$ cat src/rtl/wpr_pkg.sv
package wpr_pkg;

    localparam int OP_W = 2;

    typedef enum logic [OP_W-1:0] {
        OP_SET_WORK  = 2'b00,
        OP_GET_WORK  = 2'b01,
        OP_GET_STORE = 2'b10,
        OP_SAVE      = 2'b11
    } wpr_op_e;

    typedef enum logic [2:0] {
        S_HUNT,
        S_OPCODE,
        S_CHAN,
        S_DATA,
        S_SHIFT,
        S_TAIL
    } wpr_state_e;

endpackage

$ cat src/rtl/wpr_sync.sv
module wpr_sync #(
    parameter int STAGES = 2
) (
    input  logic clk,
    input  logic rst_n,
    input  logic sclk_i,
    input  logic cs_i,
    input  logic di_i,
    output logic cs_s,
    output logic di_s,
    output logic sclk_rise
);

    logic [STAGES-1:0] sclk_p, cs_p, di_p;
    logic              sclk_d;

    always_ff @(posedge clk) begin
        if (!rst_n) begin
            sclk_p <= '0;
            cs_p   <= '0;
            di_p   <= '0;
            sclk_d <= 1'b0;
        end else begin
            sclk_p <= {sclk_p[STAGES-2:0], sclk_i};
            cs_p   <= {cs_p[STAGES-2:0], cs_i};
            di_p   <= {di_p[STAGES-2:0], di_i};
            sclk_d <= sclk_p[STAGES-1];
        end
    end

    assign cs_s      = cs_p[STAGES-1];
    assign di_s      = di_p[STAGES-1];
    assign sclk_rise = sclk_p[STAGES-1] & ~sclk_d & cs_s;

endmodule

$ cat src/rtl/wpr_frame_fsm.sv
module wpr_frame_fsm
    import wpr_pkg::*;
#(
    parameter int W      = 8,
    parameter int ADDR_W = 2
) (
    input  logic              clk,
    input  logic              rst_n,
    input  logic              cs_s,
    input  logic              di_s,
    input  logic              rise,
    input  logic              busy,
    input  logic [W-1:0]      rd_word,
    output logic [ADDR_W-1:0] req_addr,
    output logic              rd_stored,
    output logic              wr_req,
    output logic              save_req,
    output logic [W-1:0]      wr_data,
    output logic              do_bit
);

    localparam int CNT_W = $clog2(W) + 1;

    wpr_state_e        state_q, state_d;
    logic [CNT_W-1:0]  cnt_q;
    logic [OP_W-1:0]   opc_q;
    logic [ADDR_W-1:0] addr_q, addr_full;
    logic [W-1:0]      data_q, shreg_q;
    logic              last_chan, is_read, load_rd;

    assign addr_full = ADDR_W'({addr_q, di_s});
    assign is_read   = (opc_q == OP_GET_WORK) || (opc_q == OP_GET_STORE);

    // next-state logic
    always_comb begin
        state_d = state_q;
        if (!cs_s) begin
            state_d = S_HUNT;
        end else if (rise) begin
            unique case (state_q)
                S_HUNT:   if (di_s) state_d = S_OPCODE;
                S_OPCODE: if (cnt_q == CNT_W'(OP_W-1)) state_d = S_CHAN;
                S_CHAN: begin
                    if (cnt_q == CNT_W'(ADDR_W-1)) begin
                        if (busy)                       state_d = S_TAIL;
                        else if (opc_q == OP_SET_WORK)  state_d = S_DATA;
                        else if (is_read)               state_d = S_SHIFT;
                        else                            state_d = S_TAIL;
                    end
                end
                S_DATA:   if (cnt_q == CNT_W'(W-1)) state_d = S_TAIL;
                S_SHIFT:  if (cnt_q == CNT_W'(W-1)) state_d = S_TAIL;
                S_TAIL:   state_d = S_TAIL;
                default:  state_d = S_HUNT;
            endcase
        end
    end

    // state register
    always_ff @(posedge clk) begin
        if (!rst_n) state_q <= S_HUNT;
        else        state_q <= state_d;
    end

    // outputs
    always_comb begin
        last_chan = rise && cs_s && (state_q == S_CHAN) && (cnt_q == CNT_W'(ADDR_W-1));
        wr_req    = rise && cs_s && (state_q == S_DATA) && (cnt_q == CNT_W'(W-1));
        save_req  = last_chan && !busy && (opc_q == OP_SAVE);
        load_rd   = last_chan && !busy && is_read;
        req_addr  = last_chan ? addr_full : addr_q;
        rd_stored = (opc_q == OP_GET_STORE);
        wr_data   = W'({data_q, di_s});
        do_bit    = shreg_q[W-1];
    end

    // field shifters
    always_ff @(posedge clk) begin
        if (!rst_n || !cs_s) begin
            cnt_q   <= '0;
            opc_q   <= '0;
            addr_q  <= '0;
            data_q  <= '0;
            shreg_q <= '0;
        end else if (rise) begin
            cnt_q <= (state_d != state_q) ? '0 : cnt_q + 1'b1;
            if (state_q == S_OPCODE) opc_q  <= OP_W'({opc_q, di_s});
            if (state_q == S_CHAN)   addr_q <= addr_full;
            if (state_q == S_DATA)   data_q <= wr_data;
            if (load_rd)                  shreg_q <= rd_word;
            else if (state_q == S_SHIFT)  shreg_q <= {shreg_q[W-2:0], 1'b0};
        end
    end

    a_r10_abort_to_hunt: assert property (@(posedge clk) disable iff (!rst_n)
        !cs_s |=> state_q == S_HUNT);

    a_r4_shift_holds: assert property (@(posedge clk) disable iff (!rst_n)
        (state_q == S_SHIFT) && cs_s && !rise |=> state_q == S_SHIFT);

    a_r2_hunt_skips_zero: assert property (@(posedge clk) disable iff (!rst_n)
        (state_q == S_HUNT) && rise && !di_s |=> state_q == S_HUNT);

endmodule

$ cat src/rtl/wpr_wiper_bank.sv
module wpr_wiper_bank #(
    parameter int         NCH         = 4,
    parameter int         W           = 8,
    parameter int         BUSY_CYCLES = 400000,
    parameter logic [W-1:0] STORE_INIT = '0
) (
    input  logic                      clk,
    input  logic                      rst_n,
    input  logic                      wr_req,
    input  logic                      save_req,
    input  logic [$clog2(NCH)-1:0]    req_addr,
    input  logic [W-1:0]              wr_data,
    input  logic                      rd_stored,
    input  logic                      prog,
    input  logic                      low_vdd,
    output logic                      busy,
    output logic [W-1:0]              rd_word,
    output logic [NCH*W-1:0]          wiper_codes
);

    localparam int ADDR_W = $clog2(NCH);
    localparam int CNT_W  = $clog2(BUSY_CYCLES + 1);

    logic [W-1:0]      work_q [NCH];
    logic [W-1:0]      nv_q   [NCH] = '{default: STORE_INIT};
    logic [NCH*W-1:0]  nv_flat;
    logic              busy_q;
    logic [CNT_W-1:0]  cnt_q;
    logic [ADDR_W-1:0] sv_addr_q;
    logic [W-1:0]      sv_val_q;
    logic              wr_go, save_go, commit;

    assign wr_go   = wr_req & ~busy_q;
    assign save_go = save_req & ~busy_q & prog & ~low_vdd;
    assign commit  = busy_q && (cnt_q == '0) && !low_vdd;

    // erase/write timer
    always_ff @(posedge clk) begin
        if (!rst_n) begin
            busy_q    <= 1'b0;
            cnt_q     <= '0;
            sv_addr_q <= '0;
            sv_val_q  <= '0;
        end else if (save_go) begin
            busy_q    <= 1'b1;
            cnt_q     <= CNT_W'(BUSY_CYCLES - 1);
            sv_addr_q <= req_addr;
            sv_val_q  <= work_q[req_addr];
        end else if (busy_q) begin
            if (cnt_q == '0) busy_q <= 1'b0;
            else             cnt_q  <= cnt_q - 1'b1;
        end
    end

    for (genvar g = 0; g < NCH; g++) begin : g_chan
        always_ff @(posedge clk) begin
            if (!rst_n)
                work_q[g] <= nv_q[g];
            else if (wr_go && req_addr == ADDR_W'(g))
                work_q[g] <= wr_data;
        end

        always_ff @(posedge clk) begin
            if (commit && sv_addr_q == ADDR_W'(g))
                nv_q[g] <= sv_val_q;
        end

        assign wiper_codes[g*W +: W] = work_q[g];
        assign nv_flat[g*W +: W]     = nv_q[g];
    end

    assign busy    = busy_q;
    assign rd_word = rd_stored ? nv_q[req_addr] : work_q[req_addr];

    a_r3_store_quiet: assert property (@(posedge clk) disable iff (!rst_n)
        !busy_q |=> $stable(nv_flat));

    a_r9_work_frozen: assert property (@(posedge clk) disable iff (!rst_n)
        busy_q |=> $stable(wiper_codes));

    a_r7_save_gated: assert property (@(posedge clk) disable iff (!rst_n)
        save_req && !busy_q && (!prog || low_vdd) |=> !busy_q);

    a_r6_busy_holds: assert property (@(posedge clk) disable iff (!rst_n)
        busy_q && (cnt_q != '0) |=> busy_q);

    a_r8_low_supply_no_write: assert property (@(posedge clk) disable iff (!rst_n)
        busy_q && low_vdd |=> $stable(nv_flat));

endmodule

$ cat src/rtl/serial_wiper_ctrl.sv
module serial_wiper_ctrl #(
    parameter int           NCH         = 4,
    parameter int           W           = 8,
    parameter int           SYNC_STAGES = 2,
    parameter int           BUSY_CYCLES = 400000,
    parameter logic [W-1:0] STORE_INIT  = 8'h80
) (
    input  logic             clk,
    input  logic             rst_n,
    input  logic             sclk,
    input  logic             cs,
    input  logic             di,
    input  logic             prog,
    input  logic             low_vdd,
    output logic             do_data,
    output logic             do_oe,
    output logic             rdy_bsy,
    output logic [NCH*W-1:0] wiper_codes
);

    localparam int ADDR_W = $clog2(NCH);

    logic              cs_s, di_s, rise, busy;
    logic [W-1:0]      rd_word, wr_data;
    logic [ADDR_W-1:0] req_addr;
    logic              rd_stored, wr_req, save_req, do_bit;

    wpr_sync #(.STAGES(SYNC_STAGES)) i_sync (
        .clk       (clk),
        .rst_n     (rst_n),
        .sclk_i    (sclk),
        .cs_i      (cs),
        .di_i      (di),
        .cs_s      (cs_s),
        .di_s      (di_s),
        .sclk_rise (rise)
    );

    wpr_frame_fsm #(.W(W), .ADDR_W(ADDR_W)) i_fsm (
        .clk       (clk),
        .rst_n     (rst_n),
        .cs_s      (cs_s),
        .di_s      (di_s),
        .rise      (rise),
        .busy      (busy),
        .rd_word   (rd_word),
        .req_addr  (req_addr),
        .rd_stored (rd_stored),
        .wr_req    (wr_req),
        .save_req  (save_req),
        .wr_data   (wr_data),
        .do_bit    (do_bit)
    );

    wpr_wiper_bank #(
        .NCH         (NCH),
        .W           (W),
        .BUSY_CYCLES (BUSY_CYCLES),
        .STORE_INIT  (STORE_INIT)
    ) i_bank (
        .clk         (clk),
        .rst_n       (rst_n),
        .wr_req      (wr_req),
        .save_req    (save_req),
        .req_addr    (req_addr),
        .wr_data     (wr_data),
        .rd_stored   (rd_stored),
        .prog        (prog),
        .low_vdd     (low_vdd),
        .busy        (busy),
        .rd_word     (rd_word),
        .wiper_codes (wiper_codes)
    );

    assign do_oe   = cs_s;
    assign do_data = cs_s & do_bit;
    assign rdy_bsy = ~busy;

    a_r5_quiet_when_deselected: assert property (@(posedge clk) disable iff (!rst_n)
        !do_oe |-> !do_data);

endmodule

$ cat config.mk
export PLATFORM = sky130hd
export DESIGN_NAME = serial_wiper_ctrl
export DESIGN_NICKNAME = d
export VERILOG_FILES = /design/src/rtl/wpr_pkg.sv /design/src/rtl/wpr_sync.sv /design/src/rtl/wpr_frame_fsm.sv /design/src/rtl/wpr_wiper_bank.sv /design/src/rtl/serial_wiper_ctrl.sv
export SDC_FILE = /design/constraint.sdc
export NUM_CORES = 1
export LEC_CHECK = 0
export ABC_CLOCK_PERIOD_IN_PS = 3500
export CAP_MARGIN = 10
export CORE_MARGIN = 3
export CORE_UTILIZATION = 45
export DETAILED_ROUTE_END_ITERATION = 8
export GPL_TIMING_DRIVEN = 0
export PLACE_DENSITY = 0.72
export SYNTH_ARGS = -nofsm -noshare
export SYNTH_HDL_FRONTEND = slang
export SYNTH_SLANG_ARGS = --single-unit
$ cat constraint.sdc
create_clock -name clk -period 3.5 [get_ports clk]
set_input_delay 0.875 -clock clk [delete_from_list [all_inputs] [get_ports clk]]
set_output_delay 0.875 -clock clk [all_outputs]
set_load 0.005 [all_outputs]
==> results of run 1 <==
## logic make-up (layout without fill, tap and decap cells)
| kind of cell | after synthesis | after routing |
|---|---|---|
| xor gates and xnor gates | 14 | 14 |
| buffers and inverters | 41 | 116 |
| and+or+nand+nor | 179 | 179 |
| DFF | 127 | 127 |
| AOI/OAI and AO/OA | 82 | 82 |
| adders and majority gates | 7 | 7 |
| muxes | 59 | 59 |
## through the flow
stage	cell area (sq um)	TNS, ps	util (%)	hold slack [ps]
after floorplan	5830	0	-	412
after global placement	6450	-6270	52.4	418
after detailed placement	6480	0	52.6	418
after CTS	7070	0	57.4	431
after global routing	7070	0	57.4	447
final	7070	0	57.4	430
## power by group through the flow
| stage | clock [W] | combinational (W) | sequential (W) |
|---|---|---|---|
| 5_1_grt | 0.00181 | 0.0000882 | 0.00158 |
| 4_1_cts | 0.00174 | 0.0000837 | 0.00158 |
| 3_3_place_gp | 0 | 0.0000825 | 0.00161 |
| 3_5_place_dp | 0 | 0.0000830 | 0.00161 |
| 2_1_floorplan | 0 | 0.0000338 | 0.00161 |
| 6_report | 0.00173 | 0.0000833 | 0.00158 |
## routing by layer
layer  up-vias  global-route usage, %
met2       164                   35.0
met1      2184                   28.8
li1       2021                      -
met4         0                   8.80
met3        25                   6.79
met5         -                      0
## flip-flops by register name (all words and copies together), names as in the netlist, 3 cells and up
name / flops
i_bank.nv_q: 32
i_bank.work_q: 32
i_bank.cnt_q: 19
i_bank.sv_val_q: 8
i_fsm.shreg_q: 8
i_fsm.data_q: 7
i_fsm.cnt_q: 4
i_fsm.state_q: 3
## layout make-up
| type | instances | area [sq um] | area share (%) |
|---|---|---|---|
| sequential | 127 | 3180 | 45.1 |
| tap | 168 | 210 | 2.98 |
| timing repair buffer | 43 | 425 | 6.02 |
| buffer | 25 | 126 | 1.79 |
| clock inverter | 14 | 158 | 2.23 |
| clock buffer | 18 | 429 | 6.07 |
| multi-input combinational | 341 | 2470 | 35.0 |
| inverter | 16 | 60.1 | 0.850 |
## Yosys cell counts (all sizes together) (2+ instances only)
library cell / number / area [sq um]
o211ai: 3 / 22.5
mux4: 8 / 180
o21ai: 19 / 103
o22ai: 2 / 12.5
a311oi: 3 / 26.3
a221oi: 4 / 35.0
mux2: 37 / 417
nand4: 3 / 25.0
nand3b: 2 / 15.0
and3: 4 / 25.0
nand2b: 7 / 43.8
xnor2: 12 / 105
inv: 16 / 60.1
or4: 5 / 46.3
or3b: 3 / 26.3
nand2: 46 / 175
nor3: 15 / 75.1
buf: 13 / 81.3
dfxtp: 63 / 1260
o221ai: 2 / 17.5
a211oi: 8 / 60.1
xor2: 2 / 17.5
or3: 7 / 45.1
ha: 7 / 87.6
nor2: 43 / 169
nor3b: 6 / 72.6
a21oi: 26 / 130
o311ai: 2 / 17.5
o31ai: 2 / 20.0
edfxtp: 64 / 1920
mux2i: 14 / 140
nand3: 12 / 65.1
clkbuf: 12 / 45.0
and2: 9 / 56.3
nor4: 11 / 68.8
o221a: 4 / 45.0
## placed cells by master (no fill, tap or decap), types with 8 or more instances in the layout
master                            count
sky130_fd_sc_hd__nand2_1             45
sky130_fd_sc_hd__mux4_2               8
sky130_fd_sc_hd__clkdlybuf4s50_1     41
sky130_fd_sc_hd__a211oi_1             8
sky130_fd_sc_hd__nor4_1               9
sky130_fd_sc_hd__nand3_1             11
sky130_fd_sc_hd__nor2_1              42
sky130_fd_sc_hd__clkbuf_1            13
sky130_fd_sc_hd__and2_1               9
sky130_fd_sc_hd__xnor2_1             12
sky130_fd_sc_hd__mux2_2              37
sky130_fd_sc_hd__mux2i_1             14
sky130_fd_sc_hd__edfxtp_1            64
sky130_fd_sc_hd__nor3_1              15
sky130_fd_sc_hd__a21oi_1             26
sky130_fd_sc_hd__o21ai_0             16
sky130_fd_sc_hd__inv_1               16
sky130_fd_sc_hd__dfxtp_1             63
sky130_fd_sc_hd__clkbuf_16           17
## worst paths after layout
kind         depth (start not counted)                end
max reg2reg                          5  i_bank.nv_q[3][0]
min                                  1     i_sync.cs_p[1]
min reg2reg                          1     i_sync.cs_p[1]
max                                  5  i_bank.nv_q[3][0]
==> flow_metrics.py, run 1 <==
metrics = {
    "routing": {
        "drc": 0,
        "route.detailed.vias_per_inst": 5.84,
        "detailroute.via_count": 4394,
        "met3_wirelength_um": 1200,
        "drt_iter0_markers": 377,
        "met1_length_um": 6500,
        "routed_wirelength_um": 15400,
        "dr.pass1.iters": 5,
        "route.top_layer_used": "met4",
        "detailroute.wirelength.met2_um": 7390,
        "wl_per_cell_um": 20.4,
        "route.antenna.remaining_nets": 0,
    },
    "critical_path": {
        "cpMaxStageDelayCell": "sky130_fd_sc_hd__nor2_1",
        "endpoint_kind": "register",
        "cell_chain_critical_path": "or4_4 > nor4_1 > nand4_1 > or3_1 > nor2_1",
        "reg2reg_slack_ps": 180,
        "timing.critical_path.slowest_cell_delay_ps": 780,
        "crit_family": "simple AND/OR/NAND/NOR gates",
        "arrival_ps": 3350,
        "r2r-start": "i_bank.cnt_q[4]",
        "cp-start-kind": "register",
        "timing.critical_path.buf_inv": 0,
        "critical_path_required_time_ps": 3530,
        "crit_path_max_fanout": 8,
        "critPathKind": "reg2reg",
        "startpoint": "i_bank.cnt_q[4]",
    },
    "yosys": {
        "synthesized_area_fraction_occupied_by_ao_oa_aoi_and_oai_cells_pct": 9.42,
        "syn-instance-count": 509,
        "synth_warnings": 0,
        "avgSynthCellArea_sq_um": 11.5,
        "synth_fp_nets": 523,
        "ys_types": 65,
        "ys_async_sr_fraction_pct": 0,
        "yosys-mux-area-fraction_pct": 12.6,
        "yosys_most_used_dff": "sky130_fd_sc_hd__edfxtp_1",
        "yosys.area_share.adder_pct": 1.50,
        "proportion_of_synthesized_chip_area_in_sequential_cells_pct": 54.6,
        "synth-xor-area-share_pct": 2.10,
        "dominant_combinational_cell_family_by_area_after_synthesis": "simple AND/OR/NAND/NOR gates",
        "synth_edf_count": 64,
        "netlist_area_sq_um": 5830,
        "synth_simple_gate_area_share_pct": 16.5,
        "yosys_register_bits": 127,
    },
    "die": {
        "chipHeight_um": 120,
        "pin_count": 42,
        "chipWidth_um": 120,
        "std_cell_rows": 40,
        "total_die_area_sq_um": 14400,
        "core_sq_um": 12300,
        "floorplan.initialDensity_pct": 47.4,
    },
    "clocking": {
        "cts-resized-gates": 0,
        "clkTransAtPathRegs_ps": 60,
        "cts_setup_buffers": 0,
        "clk_root_buffer_cell": "sky130_fd_sc_hd__clkbuf_16",
        "cts_tree": "built",
        "cts_inserted_buffers": 17,
        "clock_sinks": 127,
        "post_cts_hold_buffer_count": 0,
        "clock_insertion_delay_worst_skew_ps": 420,
        "cts-htree-levels": 4,
        "ctsLongestPathBuffers": 2,
    },
    "pwr": {
        "ir_drop_v": 0.000440,
        "cellPowerDensity_nw_per_um2": 480,
        "cellInternalPower_w": 0.00266,
        "p_seq_share_pct": 46.5,
        "power.share.switching_pct": 21.5,
        "post_layout_total_power_w": 0.00339,
        "psw_w": 0.000729,
        "share_comb_of_total_power_pct": 2.5,
        "pleak_nw": 2.48,
        "share_clk_of_total_power_pct": 51.1,
    },
    "placed_design": {
        "numPortBuffers": 41,
        "preCtsSetupSlack_ps": 218,
        "place_hpwl_um": 10400,
        "post_placement_cell_count": 720,
        "gp_routability_congestion": 0.907,
    },
    "timing": {
        "setup_viol_count_final": 0,
        "count_of_endpoints_failing_hold_in_the_final_timing_report": 0,
        "final.setup_skew_ps": 8.90,
        "period_minus_slack_ps": 3320,
        "maxSlewViolCount": 0,
        "timing.final.ws_setup_ps": 179,
        "slew_headroom_pct": 31.5,
        "layout_worst_path_cycle_share_pct": 94.9,
        "fmax_mhz": 301,
        "grt_setup_unrepaired": "false",
        "worstMarginPinSlew_ps": 1020,
    },
    "min_path": {
        "hold_start": "i_sync.cs_p[0]",
        "hp-class": "reg2reg",
    },
    "layout": {
        "layout-drive-gt1-share_pct": 19.2,
        "synthToLayoutAreaGrowth_pct": 21.2,
        "nNetsFinal": 585,
        "fillers": 1016,
        "antenna_cells_inserted": 0,
        "instances_no_fill": 752,
    },
    "grt": {
        "grt_antenna_before_repair": 0,
        "grt_first_pass_wirelength_um": 24200,
        "grt_overflow_total": 0,
        "grt_util_all_layers_pct": 22.2,
        "grt_pass1_vias": 4388,
        "grt_max_degree": 17,
    },
    "run": {
        "maxCapViolations": 0,
    },
    "outcome": {
        "outcome": "finished clean",
    },
}
No activity file was read; power rests on OpenSTA's default activity.
==> run 2, diff against run 1 <==
CORE_UTILIZATION = 50   (was 45)
PLACE_DENSITY = 0.78   (was 0.72)
SLEW_MARGIN = 10   (was default)
==> run 2 against run 1 <==
Final area down 0.50%. Sequential power is essentially flat. Core utilization up 5.8 points. Global-route usage up 2.7 points. Combinational power about the same. Critical path type unchanged. Largest cell class unchanged.
==> flow_metrics.py, run 2 (synthesis gave the netlist of run 1 again) <==
metrics = {
    "outcome": {
        "outcome": "finished clean",
    },
    "critical_path": {
        "crit_cells": 5,
        "startpoint": "i_bank.cnt_q[4]",
        "cpMaxStageDelayCell": "sky130_fd_sc_hd__nor2_1",
        "cell_chain_critical_path": "or4_4 > nor4_1 > nand4_1 > or3_1 > nor2_1",
        "timing.critical_path.slowest_cell_delay_ps": 750,
        "crit_family": "simple AND/OR/NAND/NOR gates",
        "rr_worst_depth": 5,
        "worstReg2RegEnd": "i_bank.nv_q[2][2]",
        "arrival_ps": 3260,
        "crit_path_max_fanout": 8,
        "timing.critical_path.buf_inv": 0,
        "r2r-start": "i_bank.cnt_q[4]",
        "cp-start-kind": "register",
        "worst_setup_path_endpoint": "i_bank.nv_q[2][2]",
        "endpoint_kind": "register",
        "reg2reg_slack_ps": 280,
        "critPathKind": "reg2reg",
        "critical_path_required_time_ps": 3540,
    },
    "clocking": {
        "clk_root_buffer_cell": "sky130_fd_sc_hd__clkbuf_16",
        "ctsLongestPathBuffers": 2,
        "cts-htree-levels": 4,
        "cts_tree": "built",
        "clock_sinks": 127,
        "cts_inserted_buffers": 17,
        "clock_insertion_delay_worst_skew_ps": 430,
        "clkTransAtPathRegs_ps": 60,
    },
    "timing": {
        "setup_viol_count_final": 0,
        "fmax_mhz": 311,
        "worstMarginPinSlew_ps": 983,
        "slew_headroom_pct": 34.5,
        "maxSlewViolCount": 0,
        "period_minus_slack_ps": 3220,
        "final.setup_skew_ps": 6.75,
        "timing.final.ws_setup_ps": 280,
        "count_of_endpoints_failing_hold_in_the_final_timing_report": 0,
        "layout_worst_path_cycle_share_pct": 92.0,
        "grt_setup_unrepaired": "false",
        "setup-tns-final_ps": 0,
    },
    "layout": {
        "nNetsFinal": 585,
        "antenna_cells_inserted": 0,
        "layout.area.seq_sq_um": 3180,
        "layout-drive-gt1-share_pct": 18.8,
        "multi_input_comb_area_sq_um": 2480,
        "utilization_pct": 63.2,
        "fillers": 871,
        "largest_registers": "i_bank.nv_q: 32 flops, i_bank.work_q: 32 flops, i_bank.cnt_q: 19 flops",
        "most-common-layout-cells": "sky130_fd_sc_hd__edfxtp_1 (64), sky130_fd_sc_hd__dfxtp_1 (63), sky130_fd_sc_hd__nand2_1 (45)",
        "mostFrequentLayoutCell": "sky130_fd_sc_hd__edfxtp_1",
        "synthToLayoutAreaGrowth_pct": 20.6,
    },
    "die": {
        "chipWidth_um": 114,
        "pin_count": 42,
        "floorplan.initialDensity_pct": 52.4,
        "core_sq_um": 11100,
        "total_die_area_sq_um": 13000,
        "chipHeight_um": 114,
        "std_cell_rows": 38,
    },
    "grt": {
        "grt_pass1_vias": 4366,
        "grt_antenna_before_repair": 0,
        "grt_first_pass_wirelength_um": 23900,
        "grt_max_degree": 17,
        "grt_overflow_total": 0,
        "grt_util_all_layers_pct": 24.9,
    },
    "placed_design": {
        "gp_routability_congestion": 0.929,
        "preCtsSetupSlack_ps": 266,
        "place_hpwl_um": 10500,
        "numPortBuffers": 41,
    },
    "routing": {
        "drc": 0,
        "drt_iter0_markers": 588,
        "detailroute.via_count": 4434,
        "routed_wirelength_um": 15400,
        "dr.pass1.iters": 5,
        "wl_per_cell_um": 21.3,
        "route.antenna.remaining_nets": 0,
        "route.detailed.vias_per_inst": 6.12,
    },
    "pwr": {
        "share_comb_of_total_power_pct": 2.5,
        "power.share.switching_pct": 20.4,
        "cellInternalPower_w": 0.00270,
        "p_seq_share_pct": 46.5,
        "pleak_nw": 2.48,
        "psw_w": 0.000691,
        "cellPowerDensity_nw_per_um2": 482,
        "post_layout_total_power_w": 0.00339,
        "share_clk_of_total_power_pct": 51.0,
        "ir_drop_v": 0.000416,
    },
    "min_path": {
        "hp-class": "reg2reg",
    },
    "run": {
        "maxCapViolations": 0,
    },
}
-- run 2: changes by cell type in the layout (fill, tap and decap cells not counted), sizes merged --
cell      previous run  this run
inv                 20        16
clkinv               5         7
clkinvlp             3         2
clkbuf              30        33
-- run 2: final cells by class --
type                       count  area share, %
tap                          140           2.49
buffer                        25           1.80
multi-input combinational    341           35.2
clock inverter                11           1.62
sequential                   127           45.3
timing repair buffer          43           6.05
clock buffer                  21           6.69
inverter                      16          0.854
-- run 2: how the worst min path moves through the flow --
stage                                start               end  slack [ps]  cells after the start
after floorplan             i_sync.cs_p[0]    i_sync.cs_p[1]         410                      1
after global placement      i_sync.di_p[0]    i_sync.di_p[1]         420                      1
after detailed placement    i_sync.cs_p[0]    i_sync.cs_p[1]         420                      1
after CTS                   i_sync.cs_p[0]    i_sync.cs_p[1]         430                      1
after global routing      i_sync.sclk_p[0]  i_sync.sclk_p[1]         450                      1
final                       i_sync.di_p[0]    i_sync.di_p[1]         430                      1
-- run 2: routing by layer --
metal / vias to the layer above / share of wire, % / global-route usage (%)
li1: 2018 / - / -
met1: 2134 / 40 / 31.9
met2: 239 / 48 / 40.3
met3: 43 / 9.5 / 5.94
met4: 0 / 3.1 / 10.8
met5: - / 0 / 0
-- run 2: timing repair --
| item | CTS | global route |
|---|---|---|
| endpoints found under the setup margin | 0 | 8 |
| buffers inserted | 0 | 0 |
| gates resized for setup | 0 | 1 |
| hold buffers | 0 | 0 |
| endpoints found under the hold margin | 0 | 0 |
-- run 2: through the flow --
step / instance area (sq um) / hold WS [ps] / cells
final: 7030 / 433 / 724
after floorplan: 5830 / 412 / 509
after global routing: 7030 / 455 / 724
after global placement: 6420 / 419 / 690
after CTS: 7030 / 432 / 724
after detailed placement: 6440 / 419 / 692
-- run 2: power groups by stage --
stage / clock network (W) / logic [W] / registers [W]
final: 0.00173 / 0.0000832 / 0.00158
after global routing: 0.00180 / 0.0000880 / 0.00158
after CTS: 0.00174 / 0.0000833 / 0.00158
after detailed placement: 0 / 0.0000826 / 0.00161
after global placement: 0 / 0.0000821 / 0.00161
after floorplan: 0 / 0.0000338 / 0.00161
